[src/rtl/can_filt_pkg.sv]
package can_filt_pkg;

    localparam int ID_W   = 29;
    localparam int STD_W  = 11;
    localparam int EXT_W  = ID_W - STD_W;
    localparam int KEY_W  = ID_W + 2;
    localparam int KEY_IDE = KEY_W - 1;
    localparam int KEY_RTR = KEY_W - 2;

    typedef enum logic [0:0] {
        ST_IDLE = 1'b0,
        ST_SHOW = 1'b1
    } res_state_t;

endpackage

[src/rtl/can_filt_key.sv]
module can_filt_key
    import can_filt_pkg::*;
(
    input  logic [ID_W-1:0]  id_i,
    input  logic             ide_i,
    input  logic             rtr_i,
    output logic [KEY_W-1:0] key_o
);

    logic [EXT_W-1:0] low_bits;

    // Extended-only bits read as zero for standard frames.
    always_comb begin
        low_bits = ide_i ? id_i[EXT_W-1:0] : '0;
        key_o    = {ide_i, rtr_i, id_i[ID_W-1:EXT_W], low_bits};
    end

endmodule

[src/rtl/can_filt_match.sv]
module can_filt_match #(
    parameter int W = 31
) (
    input  logic [W-1:0] key_i,
    input  logic [W-1:0] code_i,
    input  logic [W-1:0] mask_i,
    output logic         hit_o
);

    logic [W-1:0] diff;

    always_comb begin
        diff  = (key_i ^ code_i) & mask_i;
        hit_o = (diff == '0);
    end

endmodule

[src/rtl/can_filt_prio.sv]
module can_filt_prio #(
    parameter int N     = 8,
    parameter int IDX_W = (N > 1) ? $clog2(N) : 1
) (
    input  logic [N-1:0]     req_i,
    output logic             any_o,
    output logic [IDX_W-1:0] idx_o
);

    // Scan from the top down so the lowest index is written last and wins.
    always_comb begin
        any_o = 1'b0;
        idx_o = '0;
        for (int i = N - 1; i >= 0; i--) begin
            if (req_i[i]) begin
                any_o = 1'b1;
                idx_o = IDX_W'(i);
            end
        end
    end

endmodule

[src/rtl/can_id_filter_bank.sv]
module can_id_filter_bank
    import can_filt_pkg::*;
#(
    parameter int NUM_FILT = 8,
    localparam int IDX_W   = (NUM_FILT > 1) ? $clog2(NUM_FILT) : 1,
    localparam int HIT_W   = IDX_W + 1,
    localparam int BANK_W  = NUM_FILT * KEY_W
) (
    input  logic              clk,
    input  logic              rst_n,
    input  logic              frm_valid,
    input  logic              filt_en,
    input  logic [ID_W-1:0]   rx_id,
    input  logic              rx_ide,
    input  logic              rx_rtr,
    input  logic [BANK_W-1:0] filt_code,
    input  logic [BANK_W-1:0] filt_mask,
    output logic              out_valid,
    output logic              out_store,
    output logic [HIT_W-1:0]  out_hit
);

    logic [KEY_W-1:0]    key;
    logic [NUM_FILT-1:0] match_vec;
    logic                any_hit;
    logic [IDX_W-1:0]    win_idx;

    res_state_t          state_q, state_d;
    logic                store_q, store_d;
    logic [HIT_W-1:0]    hit_q, hit_d;

    can_filt_key u_key (
        .id_i  (rx_id),
        .ide_i (rx_ide),
        .rtr_i (rx_rtr),
        .key_o (key)
    );

    for (genvar k = 0; k < NUM_FILT; k++) begin : g_filt
        can_filt_match #(.W(KEY_W)) u_match (
            .key_i  (key),
            .code_i (filt_code[k*KEY_W +: KEY_W]),
            .mask_i (filt_mask[k*KEY_W +: KEY_W]),
            .hit_o  (match_vec[k])
        );
    end

    can_filt_prio #(.N(NUM_FILT), .IDX_W(IDX_W)) u_prio (
        .req_i (match_vec),
        .any_o (any_hit),
        .idx_o (win_idx)
    );

    // Decision for the frame currently on the inputs.
    always_comb begin
        if (!filt_en) begin
            store_d = 1'b1;
            hit_d   = '0;
        end else if (any_hit) begin
            store_d = 1'b1;
            hit_d   = {1'b1, win_idx};
        end else begin
            store_d = 1'b0;
            hit_d   = '0;
        end
    end

    // Next-state logic.
    always_comb begin
        state_d = state_q;
        unique case (state_q)
            ST_IDLE: if (frm_valid) state_d = ST_SHOW;
            ST_SHOW: state_d = frm_valid ? ST_SHOW : ST_IDLE;
            default: state_d = ST_IDLE;
        endcase
    end

    // State and latched result.
    always_ff @(posedge clk) begin
        if (!rst_n) begin
            state_q <= ST_IDLE;
            store_q <= 1'b0;
            hit_q   <= '0;
        end else begin
            state_q <= state_d;
            if (frm_valid) begin
                store_q <= store_d;
                hit_q   <= hit_d;
            end
        end
    end

    // Outputs.
    always_comb begin
        out_valid = 1'b0;
        out_store = 1'b0;
        out_hit   = '0;
        unique case (state_q)
            ST_IDLE: ;
            ST_SHOW: begin
                out_valid = 1'b1;
                out_store = store_q;
                out_hit   = hit_q;
            end
            default: ;
        endcase
    end


    strobe_to_valid_chk: assert property (@(posedge clk) disable iff (!rst_n)
        frm_valid |=> out_valid);


    no_spurious_valid_chk: assert property (@(posedge clk) disable iff (!rst_n)
        !frm_valid |=> (!out_valid && !out_store && out_hit == '0));


    pass_all_chk: assert property (@(posedge clk) disable iff (!rst_n)
        (frm_valid && !filt_en) |=> (out_store && out_hit == '0));


    store_matches_hit_chk: assert property (@(posedge clk) disable iff (!rst_n)
        (frm_valid && filt_en) |=> (out_store == (out_hit != '0)));


    hit_marker_chk: assert property (@(posedge clk) disable iff (!rst_n)
        (out_hit != '0) |-> (out_hit[HIT_W-1] && out_valid && out_store));


    lowest_wins_chk: assert property (@(posedge clk) disable iff (!rst_n)
        (frm_valid && filt_en && match_vec[0]) |=> (out_hit == {1'b1, {IDX_W{1'b0}}}));

endmodule

[config.mk]
export PLATFORM = sky130hd
export DESIGN_NAME = can_id_filter_bank
export DESIGN_NICKNAME = d
export VERILOG_FILES = /design/src/rtl/can_filt_pkg.sv /design/src/rtl/can_filt_key.sv /design/src/rtl/can_filt_match.sv /design/src/rtl/can_filt_prio.sv /design/src/rtl/can_id_filter_bank.sv
export SDC_FILE = /design/constraint.sdc
export NUM_CORES = 1
export LEC_CHECK = 0
export BUFFER_PORTS_ARGS = -buffer_cell sky130_fd_sc_hd__buf_2
export CORE_AREA = 2 2 211 213
export DETAILED_ROUTE_END_ITERATION = 10
export DIE_AREA = 0 0 213 215
export GPL_ROUTABILITY_DRIVEN = 0
export GPL_TIMING_DRIVEN = 0
export REMOVE_ABC_BUFFERS = 1
export SYNTH_ARGS = -nofsm -noshare
export SYNTH_HDL_FRONTEND = slang
export SYNTH_SLANG_ARGS = --single-unit
[constraint.sdc]
create_clock -name clk -period 4.45 [get_ports clk]
set_clock_uncertainty 0.05 [all_clocks]
set_input_delay 0.89 -clock clk [delete_from_list [all_inputs] [get_ports clk]]
set_output_delay 0.89 -clock clk [all_outputs]
set_load 0.01 [all_outputs]
==> impl_results.md <==
- Outcome: completed
- Area Growth Syn to Fin: 84.0%
- Hold Path Class: flop to flop
- Global-route wire length before repair: roughly 50000 um
- Initial Util: 0.0972
- Final WL: between 30000 and 40000 um
- # fillers: 4934
- VDD IR max: 81.4 uV
- YS warnings: 0
- Final worst-path cycle share: 0.887
- DR vias: about 6700
- DP Cell Count: around 1600
- Crit end category: flop
- # port buffers: approximately 540
- Rows: 77
- Die H: around 220 um
- Count of cell types in the netlist: 43
- Min Tclk post-route: ~3.9 ns
- DR iter-0 viols: approximately 360
- Htree depth: 1
- Number of I/O pins: approximately 540
- Flops & latches, synth: 6
- Placed Area: 0.00758 mm2
- Clock Path Buffers: 2
- Final setup fails: 0
- Final Hold Violating Endpoints: 0
- Fmax: approximately 250 MHz
- Post-Layout Inst Area: 0.00780 mm2
- CTS tree: yes
- Avg Inst Size Synth: 8.20 um2
- Drt wl/cell: between 20 and 25 um
- DIE AREA: roughly 0.046 mm2
- Setup TNS: 0 ns
- Proportion of layout cells with a drive suffix above 1: 0.544
- CP arrival: between 4 and 5 ns
- Clock Pin Slew Worst Setup and Hold Paths: around 0.03 ns
- RSZ-0062 raised after global routing: false
- Area share of the largest cell type after synthesis: 0.238
- Leakage: around 3.8 nW
- Gr usage total: 0.160
- Fin. max-slew vios: 0
- Core area: ~0.044 mm2
- Post-Layout Cell Count: between 1500 and 2000
- Post-DP HPWL: between 30000 and 40000 um
- Worst EP required: between 4 and 5 ns
- Clock insertion delay at the later pin of the skew report: 0.22 ns
- Nets@finish: about 1600
- Maxcap violations: 0
- CP Class: input pin to flop
- GRT Residual Overflow: 0
- DR pass1 iterations: 6
- Routed Antenna Nets: 0
- Cell Area, Synth: around 0.0042 mm2
- Tot Pwr: roughly 0.97 mW
- Sequential area share after synthesis: 0.0283
- Yosys top cell by area: xnor2_1
- CP Launch Type: input pin
- Worst-path fanout max: 12
- PwrDens: between 100 and 150 mW/mm2
- Initial antenna violation count: 26
- Die Span X: between 200 and 250 um
- DRC Markers: 0
- Pin count of the biggest net entering global routing: 25
- Cells after synthesis: around 520
- Clk Tree Root Cell: clkbuf_16
- Top post-synthesis cells by area: xnor2_1, xor2_1, a22oi_1, a222oi_1, and3b_1
- Clock Sinks: 6
- Vias/cell: 4.08
- Rel. slew slack: 0.343
- CTS Buf Count: 3
- Vias in the first global route: 6902
- Worst-margin pin slew: approximately 1 ns
-- flip-flops by register name, summed over array words and instances, names as in the netlist --
signal,cells
hit_q,4
state_q,1
store_q,1
-- power breakdown --
group          internal (mW)  total, mW  switching [mW]
Sequential            0.0553     0.0561        0.000820
Combinational          0.373      0.773           0.400
Clock                  0.115      0.144          0.0292
Total                  0.544      0.974           0.430
-- stage by stage --
step / hold slack (ns) / setup WS (ns) / util
2_1_floorplan: 0.391 / 1.69 / -
3_3_place_gp: 0.413 / -1.97 / 0.173
3_5_place_dp: 0.435 / -0.562 / 0.174
4_1_cts: 0.447 / 0.0145 / 0.177
5_1_grt: 0.463 / 0.0647 / 0.179
6_report: 0.440 / 0.502 / 0.179
-- path summary, 6_finish.rpt --
| path | endpoint | from | slack, ns | depth (start not counted) |
|---|---|---|---|---|
| setup / recovery | hit_q[1] | rx_ide | 0.50 | 10 |
| setup reg to reg | hit_q[0] | hit_q[0] | 3.50 | 3 |
| hold / removal | hit_q[3] | hit_q[3] | 0.44 | 2 |
| hold reg to reg | hit_q[3] | hit_q[3] | 0.44 | 2 |
-- cell usage in the layout, fill, tap and decap left out, types with 6 or more instances in the layout --
cell type,instances
buf_2,536
xnor2_1,115
o2111ai_1,7
dfxtp_1,6
and2_1,7
a222oi_1,19
nand2_1,7
nand2_4,8
diode_2,12
o21ai_0,17
nand4_1,18
a21boi_0,21
inv_1,12
xor2_1,112
a22o_1,9
a22oi_1,62
a221oi_1,10
nand2_2,6
and3b_1,21
-- what timing repair did --
action	CTS	global route
gates cloned	1	2
pin swaps	3	3
hold buffers	0	0
buffers inserted	0	0
gates resized for setup	3	2
setup endpoints to repair	4	2
-- final cells by class --
cell class,instances,area [um2],area share
tap,592,741,0.0949
inverter,12,45.0,0.00577
antenna,12,30.0,0.00385
clock buffer,3,75.1,0.00962
multi-input combinational,479,3970,0.509
sequential,6,120,0.0154
timing repair buffer,541,2820,0.362
-- logic make-up (layout without fill, tap and decap cells) --
kind of cell | after synthesis | after routing | synth area share
compound gates | 158 | 158 | 0.287
xor+xnor | 227 | 227 | 0.469
buf+inv | 32 | 556 | 0.0375
flops | 6 | 6 | 0.0283
other cells | 0 | 12 | 0
simple gates | 94 | 94 | 0.178
-- cells in the mapped netlist, drive strengths merged --
cell type and number:
o41ai 1, or4 3, dfxtp 6, o2111a 2
a22o 9, buf 7, a222oi 19, o21ai 22
o221ai 1, nor3b 1, a21boi 21, and2 7
and3b 21, o21bai 1, and4 5, nand2b 2
nor2b 2, o2111ai 7, xnor2 115, or3 2
a221oi 10, nor3 1, inv 12, nand3b 1
nor4bb 3, nand4 20, a22oi 62, a31oi 1
nor2 1, o21a 1, xor2 112, a21oi 1
clkbuf 13, nand2 25
-- worst max-delay path: stages --
cell       delay, ns
buf_16          0.16
buf_16          0.20
nand2_8         0.10
xnor2_1         0.17
a222oi_1        0.80
nand4_1         0.52
or4_4           0.58
nand4_2         0.13
o2111ai_1       0.16
o41ai_1         0.28
-- routing by layer --
| layer | GRT usage | wire, um | part of all wire |
|---|---|---|---|
| met2 | 0.286 | 18800 | 0.48 |
| met5 | 0 | 70 | 0.0018 |
| met4 | 0.0543 | 1520 | 0.039 |
| met1 | 0.185 | 15700 | 0.40 |
| met3 | 0.0374 | 3370 | 0.086 |
(Power assumes the default switching activity.)
